### config.mk
export PLATFORM = sky130hd
export DESIGN_NAME = wr_term_seq
export DESIGN_NICKNAME = d
export VERILOG_FILES = /design/src/rtl/wts_pkg.sv /design/src/rtl/wts_bank_timer.sv /design/src/rtl/wts_burst_path.sv /design/src/rtl/wr_term_seq.sv
export SDC_FILE = /design/constraint.sdc
export NUM_CORES = 1
export LEC_CHECK = 0
export ABC_AREA = 1
export CAP_MARGIN = 15
export CORE_MARGIN = 8
export CORE_UTILIZATION = 45
export DETAILED_ROUTE_END_ITERATION = 8
export PLACE_DENSITY = 0.77
export SLEW_MARGIN = 0
export SYNTH_ARGS = -nofsm -noshare
export SYNTH_HDL_FRONTEND = slang
export SYNTH_SLANG_ARGS = --single-unit
### constraint.sdc
create_clock -name clk -period 5.9 [get_ports clk]
set_clock_uncertainty 0.05 [all_clocks]
set_input_delay 1.18 -clock clk [delete_from_list [all_inputs] [get_ports clk]]
set_output_delay 1.18 -clock clk [all_outputs]
set_load 0.05 [all_outputs]
### src/rtl/wts_pkg.sv
package wts_pkg;
  typedef enum logic [1:0] {
    RQ_WRITE = 2'd0,
    RQ_READ  = 2'd1,
    RQ_PRE   = 2'd2,
    RQ_ACT   = 2'd3
  } req_kind_e;

  typedef enum logic [2:0] {
    CMD_NOP   = 3'd0,
    CMD_ACT   = 3'd1,
    CMD_READ  = 3'd2,
    CMD_WRITE = 3'd3,
    CMD_PRE   = 3'd4
  } bus_cmd_e;
endpackage

### src/rtl/wts_bank_timer.sv
// Per-bank countdowns: write recovery and precharge-to-activate.
module wts_bank_timer #(
  parameter int TWR = 2,
  parameter int TRP = 3
) (
  input  logic clk,
  input  logic rst,
  input  logic wr_load,
  input  logic rp_load,
  output logic wr_clear,
  output logic rp_clear
);
  localparam int MAXC = (TWR > TRP) ? TWR : TRP;
  localparam int CW   = $clog2(MAXC + 1);

  logic [CW-1:0] wr_cnt;
  logic [CW-1:0] rp_cnt;

  always_ff @(posedge clk) begin
    if (rst) begin
      wr_cnt <= '0;
      rp_cnt <= '0;
    end else begin
      if (wr_load)           wr_cnt <= CW'(TWR - 1);
      else if (wr_cnt != '0) wr_cnt <= wr_cnt - 1'b1;
      if (rp_load)           rp_cnt <= CW'(TRP - 1);
      else if (rp_cnt != '0) rp_cnt <= rp_cnt - 1'b1;
    end
  end

  assign wr_clear = (wr_cnt == '0);
  assign rp_clear = (rp_cnt == '0);
endmodule

### src/rtl/wts_burst_path.sv
// Write data path: shifts out burst words, stops on a cut or a restart.
module wts_burst_path #(
  parameter int DW     = 32,
  parameter int BL     = 4,
  parameter int BANK_W = 2
) (
  input  logic              clk,
  input  logic              rst,
  input  logic              start,
  input  logic              cut,
  input  logic [BANK_W-1:0] start_bank,
  input  logic [BL*DW-1:0]  start_data,
  output logic              busy,
  output logic [BANK_W-1:0] burst_bank,
  output logic              drive_now,
  output logic [BANK_W-1:0] drive_bank,
  output logic [DW-1:0]     dq_o,
  output logic              dq_oe
);
  localparam int LW = $clog2(BL + 1);

  logic [LW-1:0]    left_q;
  logic [BL*DW-1:0] data_q;
  logic             continuing;

  assign busy       = (left_q != '0);
  assign burst_bank = bank_q;
  assign continuing = busy && !cut;
  assign drive_now  = start || continuing;
  assign drive_bank = start ? start_bank : bank_q;

  logic [BANK_W-1:0] bank_q;

  always_ff @(posedge clk) begin
    if (rst) begin
      left_q <= '0;
      data_q <= '0;
      bank_q <= '0;
      dq_o   <= '0;
      dq_oe  <= 1'b0;
    end else if (start) begin
      dq_o   <= start_data[DW-1:0];
      data_q <= start_data >> DW;
      left_q <= LW'(BL - 1);
      bank_q <= start_bank;
      dq_oe  <= 1'b1;
    end else if (continuing) begin
      dq_o   <= data_q[DW-1:0];
      data_q <= data_q >> DW;
      left_q <= left_q - 1'b1;
      dq_oe  <= 1'b1;
    end else begin
      left_q <= '0;
      dq_o   <= '0;
      dq_oe  <= 1'b0;
    end
  end
endmodule

### src/rtl/wr_term_seq.sv
module wr_term_seq
  import wts_pkg::*;
#(
  parameter  int BANKS  = 4,
  parameter  int ROW_W  = 11,
  parameter  int COL_W  = 8,
  parameter  int DW     = 32,
  parameter  int BL     = 4,
  parameter  int TWR    = 2,
  parameter  int TRP    = 3,
  localparam int BANK_W = $clog2(BANKS),
  localparam int ADDR_W = (ROW_W > COL_W) ? ROW_W : COL_W
) (
  input  logic              clk,
  input  logic              rst,
  input  logic [1:0]        cas_lat,
  input  logic              req_valid,
  input  logic [1:0]        req_cmd,
  input  logic [BANK_W-1:0] req_bank,
  input  logic [ROW_W-1:0]  req_row,
  input  logic [COL_W-1:0]  req_col,
  input  logic [BL*DW-1:0]  req_wdata,
  output logic              req_ready,
  output logic [2:0]        cmd_o,
  output logic [BANK_W-1:0] cmd_bank,
  output logic [ADDR_W-1:0] cmd_addr,
  output logic [DW-1:0]     dq_o,
  output logic              dq_oe,
  output logic              dqm_o
);
  req_kind_e kind;
  assign kind = req_kind_e'(req_cmd);

  logic [BANKS-1:0]  wr_clear, rp_clear, wr_load, rp_load;
  logic              pend_q, mask_q;
  logic [BANK_W-1:0] pend_bank_q;
  logic [2:0]        rd_cnt;
  logic              busy, drive_now;
  logic [BANK_W-1:0] burst_bank, drive_bank;

  logic acc, wr_go, rd_go, pre_acc, act_go, pre_cut, cut, pre_want, pre_go;
  logic [BANK_W-1:0] pt_bank;

  assign req_ready = !pend_q && rp_clear[req_bank] && !(kind == RQ_WRITE && rd_cnt != 3'd0);
  assign acc      = req_valid && req_ready;
  assign wr_go    = acc && (kind == RQ_WRITE);
  assign rd_go    = acc && (kind == RQ_READ);
  assign pre_acc  = acc && (kind == RQ_PRE);
  assign act_go   = acc && (kind == RQ_ACT);
  assign pre_cut  = pre_acc && busy && (burst_bank == req_bank);
  assign cut      = rd_go || pre_cut;
  assign pt_bank  = pend_q ? pend_bank_q : req_bank;
  assign pre_want = pend_q || pre_acc;
  assign pre_go   = pre_want && wr_clear[pt_bank];

  wts_burst_path #(.DW(DW), .BL(BL), .BANK_W(BANK_W)) u_path (
    .clk(clk), .rst(rst), .start(wr_go), .cut(cut),
    .start_bank(req_bank), .start_data(req_wdata),
    .busy(busy), .burst_bank(burst_bank),
    .drive_now(drive_now), .drive_bank(drive_bank),
    .dq_o(dq_o), .dq_oe(dq_oe)
  );

  for (genvar b = 0; b < BANKS; b++) begin : g_bank
    assign wr_load[b] = drive_now && (drive_bank == BANK_W'(b));
    assign rp_load[b] = pre_go && (pt_bank == BANK_W'(b));
    wts_bank_timer #(.TWR(TWR), .TRP(TRP)) u_tmr (
      .clk(clk), .rst(rst),
      .wr_load(wr_load[b]), .rp_load(rp_load[b]),
      .wr_clear(wr_clear[b]), .rp_clear(rp_clear[b])
    );
  end

  always_ff @(posedge clk) begin
    if (rst) begin
      cmd_o       <= CMD_NOP;
      cmd_bank    <= '0;
      cmd_addr    <= '0;
      dqm_o       <= 1'b0;
      pend_q      <= 1'b0;
      pend_bank_q <= '0;
      mask_q      <= 1'b0;
      rd_cnt      <= 3'd0;
    end else begin
      pend_q      <= pre_want && !pre_go;
      pend_bank_q <= pt_bank;
      mask_q      <= (pre_cut || mask_q) && !pre_go;
      dqm_o       <= pre_cut || mask_q;

      if (rd_go)               rd_cnt <= {1'b0, cas_lat} + 3'd3;
      else if (rd_cnt != 3'd0) rd_cnt <= rd_cnt - 3'd1;

      if (pre_go) begin
        cmd_o    <= CMD_PRE;
        cmd_bank <= pt_bank;
        cmd_addr <= '0;
      end else if (wr_go) begin
        cmd_o    <= CMD_WRITE;
        cmd_bank <= req_bank;
        cmd_addr <= ADDR_W'(req_col);
      end else if (rd_go) begin
        cmd_o    <= CMD_READ;
        cmd_bank <= req_bank;
        cmd_addr <= ADDR_W'(req_col);
      end else if (act_go) begin
        cmd_o    <= CMD_ACT;
        cmd_bank <= req_bank;
        cmd_addr <= ADDR_W'(req_row);
      end else begin
        cmd_o <= CMD_NOP;
      end
    end
  end
endmodule

==> results.yml, run 1 <==
outcome:
  status: "complete, no violations"
setup_path:
  required_ns: 4.67
  critPathBufInv: 2
  cp.arrival_ns: 3.34
  crit_path_max_incr_delay_ns: 0.84
  critical-path-slowest-cell: "clkdlybuf4s50_1"
  path_cells: "clkdlybuf4s50_1, nor2_4, a21oi_2, nand2_2, nor2_8, clkdlybuf4s50_1"
  critPathTopFamily: "buffers and inverters"
  crit_type: "primary input to output port"
  end_kind: "output port"
  critPathLaunchType: "primary input"
  critPathMaxFanout: 10
  cpMostUsedCell: "clkdlybuf4s50_1"
clock_network:
  cts_repair_resize_count: 0
  cts_sinks: 174
  htreeDepth: 4
  tritoncts: "done"
  hold_buffers: 0
  clk_latency_ns: 0.42
  post_cts_buffers: 0
  clock-root-buffer: "clkbuf_16"
  path_clk_slew_ns: 0.06
  clk_path_buf_depth: 2
  numCtsBuffers: 17
timing:
  worstMarginPinSlew_ns: 1.112
  hold_viol: 0
  final_max_slew_viol_count: 0
  period_share: 0.7741
  setup_viol: 0
  fin_hold_ws_ns: 0.3874
  layout_setup_ws_ns: 1.333
  setup_tns_ns: 0
  max_freq_mhz: 219.0
  slew_headroom: 0.2585
  rsz0062_at_grt: "false"
  min_period_ns: 4.567
logic_synthesis:
  yosys.area.top_type: "dfxtp_1"
  synthDistinctLibCells: 33
  synthTopCellsByArea: "dfxtp_1 45%, nand2_1 14%, a21oi_1 8.0%"
  ys_top_cells_by_count: "288 x nand2_1, 174 x dfxtp_1, 125 x a21oi_1"
  syn-instance-count: 1109
  syn_area_per_cell_um2: 7.038
  synth_ff_type: "dfxtp_1"
  yosysMostFrequentCell: "nand2_1"
  async_reset_ff_frac: 0
  syn-num-nets: 1274
  yosysTopAreaCellShare: 0.4463
  synth_edf_count: 0
  ys_ff_latch: 174
  ys.warnings.count: 0
  synth-seq-area-share: 0.4463
  syn_area_um2: 7805
global_route:
  grt_first_pass_wirelength_mm: 35.43
  grt_pass1_vias: 6925
  antenna_found_initial: 1
  grt_overflow: 0
  grt_max_degree: 232
  grt_usage: 0.1987
detailed_routing:
  viasPerCell: 4.872
  ant_nets: 0
  first_pass_iters: 5
  vias: 7323
  wirelength_mm: 22.14
  wire_per_inst_um: 14.73
  dr.first_iter.drc_count: 566
  drc_errors: 0
die:
  num_rows: 48
  ios: 207
  dieArea_um2: 21820
  initial_core_util: 0.4560
  die_w_um: 147.7
  coreArea_um2: 17120
  fp.dieH_um: 147.7
run:
  maxCapViolCount: 0
power_and_ir_drop:
  irDropWorstVdd_mv: 0.2337
  powerDensity_nw_per_um2: 348.2
  p_leak_nw: 4.118
worst_hold_path:
  hold_class: "flop to flop"
placed_design:
  pre_cts_ws_ns: 1.316
  hpwl_mm: 15.38
  gp_congestion: 0.8770
  numPortBuffers: 206
layout:
  utilization: 0.6094
  syn2layout_area_growth_pct: 33.65
  drive_gt1_frac: 0.04620
  fin_nets: 1429
==> worst reg2reg max path: cells and delay by family, from the launching register on <==
kind / cells / cell delay, ns
and+or+nand+nor: 7 / 1.18
AOI/OAI and AO/OA: 2 / 0.34
adders and majority gates: 1 / 0.20
buffers and inverters: 2 / 0.89
DFF: 1 / 0.30
==> cell usage in the layout (no fill, tap or decap), drive strengths merged, types with 7 or more instances in the layout <==
| cell | n |
|---|---|
| nand2 | 294 |
| dfxtp | 174 |
| inv | 117 |
| nor2 | 69 |
| o21ai | 101 |
| nor3 | 7 |
| a21oi | 126 |
| ha | 9 |
| nand3 | 108 |
| nand4 | 13 |
| buf | 7 |
| clkbuf | 17 |
| clkdlybuf4s50 | 205 |
==> cell families after synthesis <==
group | synth area share
adders and majority gates | 0.01443
DFF | 0.4463
and+or+nand+nor | 0.2714
xor gates and xnor gates | 0.008978
buffers and inverters | 0.1036
AOI/OAI and AO/OA | 0.1553
==> metrics by stage <==
stage,std cells,cell area (µm²),power (mW)
after floorplan,1109,7805,2.199
after global placement,1470,9819,2.477
after detailed placement,1470,9819,2.502
after CTS,1502,10430,3.654
after global routing,1503,10430,3.831
final,1503,10430,3.632
==> cell type report <==
| cell class | count | area [µm²] |
|---|---|---|
| Clock buffer | 17 | 425.4 |
| Clock inverter | 15 | 183.9 |
| Inverter | 113 | 424.2 |
| Timing Repair Buffer | 212 | 2117 |
| Multi-Input combinational cell | 746 | 3513 |
| Sequential cell | 174 | 3483 |
| Fill cell | 1643 | 6685 |
| Tap cell | 225 | 281.5 |
| Antenna cell | 1 | 2.502 |
==> worst paths after layout <==
| kind | startpoint | end | slack (ns) | cells past startpoint |
|---|---|---|---|---|
| hold / removal | u_path.left_q[0] | u_path.left_q[0] | 0.39 | 1 |
| setup / recovery | req_cmd[1] | req_ready | 1.33 | 6 |
| hold reg to reg | u_path.left_q[0] | u_path.left_q[0] | 0.39 | 1 |
| setup reg to reg | rd_cnt[0] | u_path.data_q[69] | 2.87 | 12 |
==> power breakdown <==
part	internal, mW	leakage [nW]	switching (mW)
logic	0.376	2.42	0.746
clock network	0.673	0.291	0.485
registers	1.30	1.41	0.0566
==> per-layer routing <==
| layer | global-route usage | vias to the layer above | wire length [µm] |
|---|---|---|---|
| met5 | 0 | - | 0 |
| met3 | 0.03913 | 24 | 1071 |
| met1 | 0.2682 | 3241 | 10340 |
| met2 | 0.3131 | 181 | 10360 |
| li1 | - | 3877 | - |
| met4 | 0.06374 | 0 | 365 |
==> flip-flops by register name, summed over array words and instances, names as in the netlist, 3 cells and up <==
| name | count |
|---|---|
| rd_cnt | 3 |
| g_bank.u_tmr.rp_cnt | 8 |
| u_path.left_q | 3 |
| g_bank.u_tmr.wr_cnt | 8 |
| u_path.data_q | 96 |
| cmd_o | 3 |
| cmd_addr | 11 |
| u_path.dq_o | 32 |
Power figures use the tool's default switching activity.
==> inputs of run 2 (changes only) <==
--- a/config.mk
+++ b/config.mk
@@ -8,9 +8,9 @@
 export ABC_AREA = 1
 export CAP_MARGIN = 15
 export CORE_MARGIN = 8
-export CORE_UTILIZATION = 45
+export CORE_UTILIZATION = 44
 export DETAILED_ROUTE_END_ITERATION = 8
-export PLACE_DENSITY = 0.77
+export PLACE_DENSITY = 0.78
 export SLEW_MARGIN = 0
 export SYNTH_ARGS = -nofsm -noshare
 export SYNTH_HDL_FRONTEND = slang
==> constraint.sdc (replaced) <==
create_clock -name clk -period 4.19 [get_ports clk]
set_clock_uncertainty 0.05 [all_clocks]
set_input_delay 0.838 -clock clk [delete_from_list [all_inputs] [get_ports clk]]
set_output_delay 0.838 -clock clk [all_outputs]
set_load 0.05 [all_outputs]
==> run 2 against run 1 <==
Compared with the run above: critical path depth is the same; worst setup slack worse by 0.34 ns; final area increased by 0.19%; combinational power increased by 43%; critical path type unchanged; global-route usage is 0.50 points lower; flip-flop and latch count unchanged; register-to-register slack got worse by 1.4 ns; critical endpoint unchanged; utilization fell by 0.52 points; cell count is 0.13% higher; clock power is 28% higher; sequential share of layout area shrank 0.064 points.
==> results.yml, run 2 (synthesis results as in run 1) <==
global_route:
  grt_usage: 0.1937
  grt_first_pass_wirelength_mm: 35.20
  antenna_found_initial: 0
  grt_max_degree: 107
  grt_overflow: 0
  grt_pass1_vias: 7092
timing:
  slew_headroom: 0.4218
  rsz0062_at_grt: "false"
  layout_setup_ws_ns: 0.9922
  final_max_slew_viol_count: 0
  hold_viol: 0
  setup_tns_ns: 0
  period_share: 0.7632
  setup_viol: 0
  max_freq_mhz: 312.7
  min_period_ns: 3.198
  worstMarginPinSlew_ns: 0.8672
die:
  fp.dieH_um: 149.2
  die_w_um: 149.2
  initial_core_util: 0.4512
  num_rows: 48
  ios: 207
  coreArea_um2: 17300
  dieArea_um2: 22260
layout:
  reg_top3: "u_path.data_q x96, u_path.dq_o x32, cmd_addr x11"
  regMostFlops: "u_path.data_q"
  fin_nets: 1433
  final_cell_mix: "288 x nand2_1, 204 x clkdlybuf4s50_1, 174 x dfxtp_1, 125 x a21oi_1, 108 x inv_1"
  layout.cells.non_filler: 1505
  mostFrequentLayoutCell: "nand2_1"
  antenna_cells: 0
  drive_gt1_frac: 0.04922
  largest_reg_flops: 96
  syn2layout_area_growth_pct: 33.91
placed_design:
  gp_congestion: 0.8659
  numPortBuffers: 206
  dp.cells: 1474
  hpwl_mm: 15.48
  pre_cts_ws_ns: 0.6433
setup_path:
  cp.arrival_ns: 2.31
  end_kind: "output port"
  required_ns: 3.30
  crit_type: "primary input to output port"
  critPathMaxFanout: 10
  critPathLaunchType: "primary input"
clock_network:
  clk_path_buf_depth: 2
  clock-root-buffer: "clkbuf_16"
  clk_latency_ns: 0.42
  post_cts_buffers: 0
  cts_sinks: 174
  path_clk_slew_ns: 0.06
  numCtsBuffers: 17
  htreeDepth: 4
  hold_buffers: 0
  cts_repair_resize_count: 0
  tritoncts: "done"
detailed_routing:
  wirelength_mm: 21.66
  first_pass_iters: 6
  dr.first_iter.drc_count: 568
  ant_nets: 0
  vias: 7398
  wire_per_inst_um: 14.39
  drc_errors: 0
  viasPerCell: 4.916
outcome:
  status: "complete, no violations"
power_and_ir_drop:
  irDropWorstVdd_mv: 0.3667
  powerDensity_nw_per_um2: 478.2
  p_leak_nw: 4.129
worst_hold_path:
  hold_class: "flop to flop"
run:
  maxCapViolCount: 0
[run 2: changes by cell type in the layout (fill, tap and decap cells not counted), sizes merged]
cell           change
inv                -2
clkinvlp           +1
diode              -1
clkinv             +1
clkdlybuf4s50      -1
bufinv             -2
buf                +5
clkbuf             +1
[run 2: final timing paths]
path	start	endpoint	slack, ns	cells past startpoint
hold reg to reg	u_path.left_q[0]	u_path.left_q[0]	0.39	1
setup / recovery	req_cmd[0]	req_ready	0.99	6
setup reg to reg	rd_cnt[0]	u_path.dq_o[18]	1.51	13
hold / removal	u_path.left_q[0]	u_path.left_q[0]	0.39	1
[run 2: final cells by class]
type,count,area [µm²]
multi-input cells,746,3513
repair buffers,216,2195
clock buffers,18,439.2
flip-flops and latches,174,3483
well taps,225,281.5
clock inverters,13,115.1
inverters,113,424.2
fillers,1635,6845
[run 2: through the flow]
stage                     hold WS [ns]    util  power (mW)  instance area, µm²
final                           0.3867  0.6042       4.998               10450
after global routing            0.3957  0.6042       5.302               10450
after CTS                       0.3830  0.6042       5.034               10450
after detailed placement        0.3741  0.5722       3.552                9897
after global placement          0.3729  0.5722       3.512                9897
after floorplan                 0.3566       -       3.097                7805
[run 2: critical path, stage by stage]
cell and delay [ns]:
clkdlybuf4s50_1 0.67, nor2_4 0.10, a21oi_2 0.16, nand2_2 0.10, nor2_8 0.19, buf_4 0.24
[run 2: metal layers]
| layer | global-route usage | vias up | routed length, µm |
|---|---|---|---|
| met5 | 0 | - | 0 |
| met4 | 0.08026 | 0 | 509 |
| met3 | 0.03792 | 31 | 1239 |
| met2 | 0.2941 | 229 | 9837 |
| met1 | 0.2638 | 3243 | 10070 |
| li1 | - | 3895 | - |
[run 2: where the power goes]
part           internal [mW]  leakage (nW)  switching (mW)  total, mW
Clock                  0.832         0.265           0.658       1.49
Combinational          0.559          2.45            1.04       1.60
Sequential              1.83          1.41          0.0800       1.91
Total                   3.22          4.13            1.78       5.00
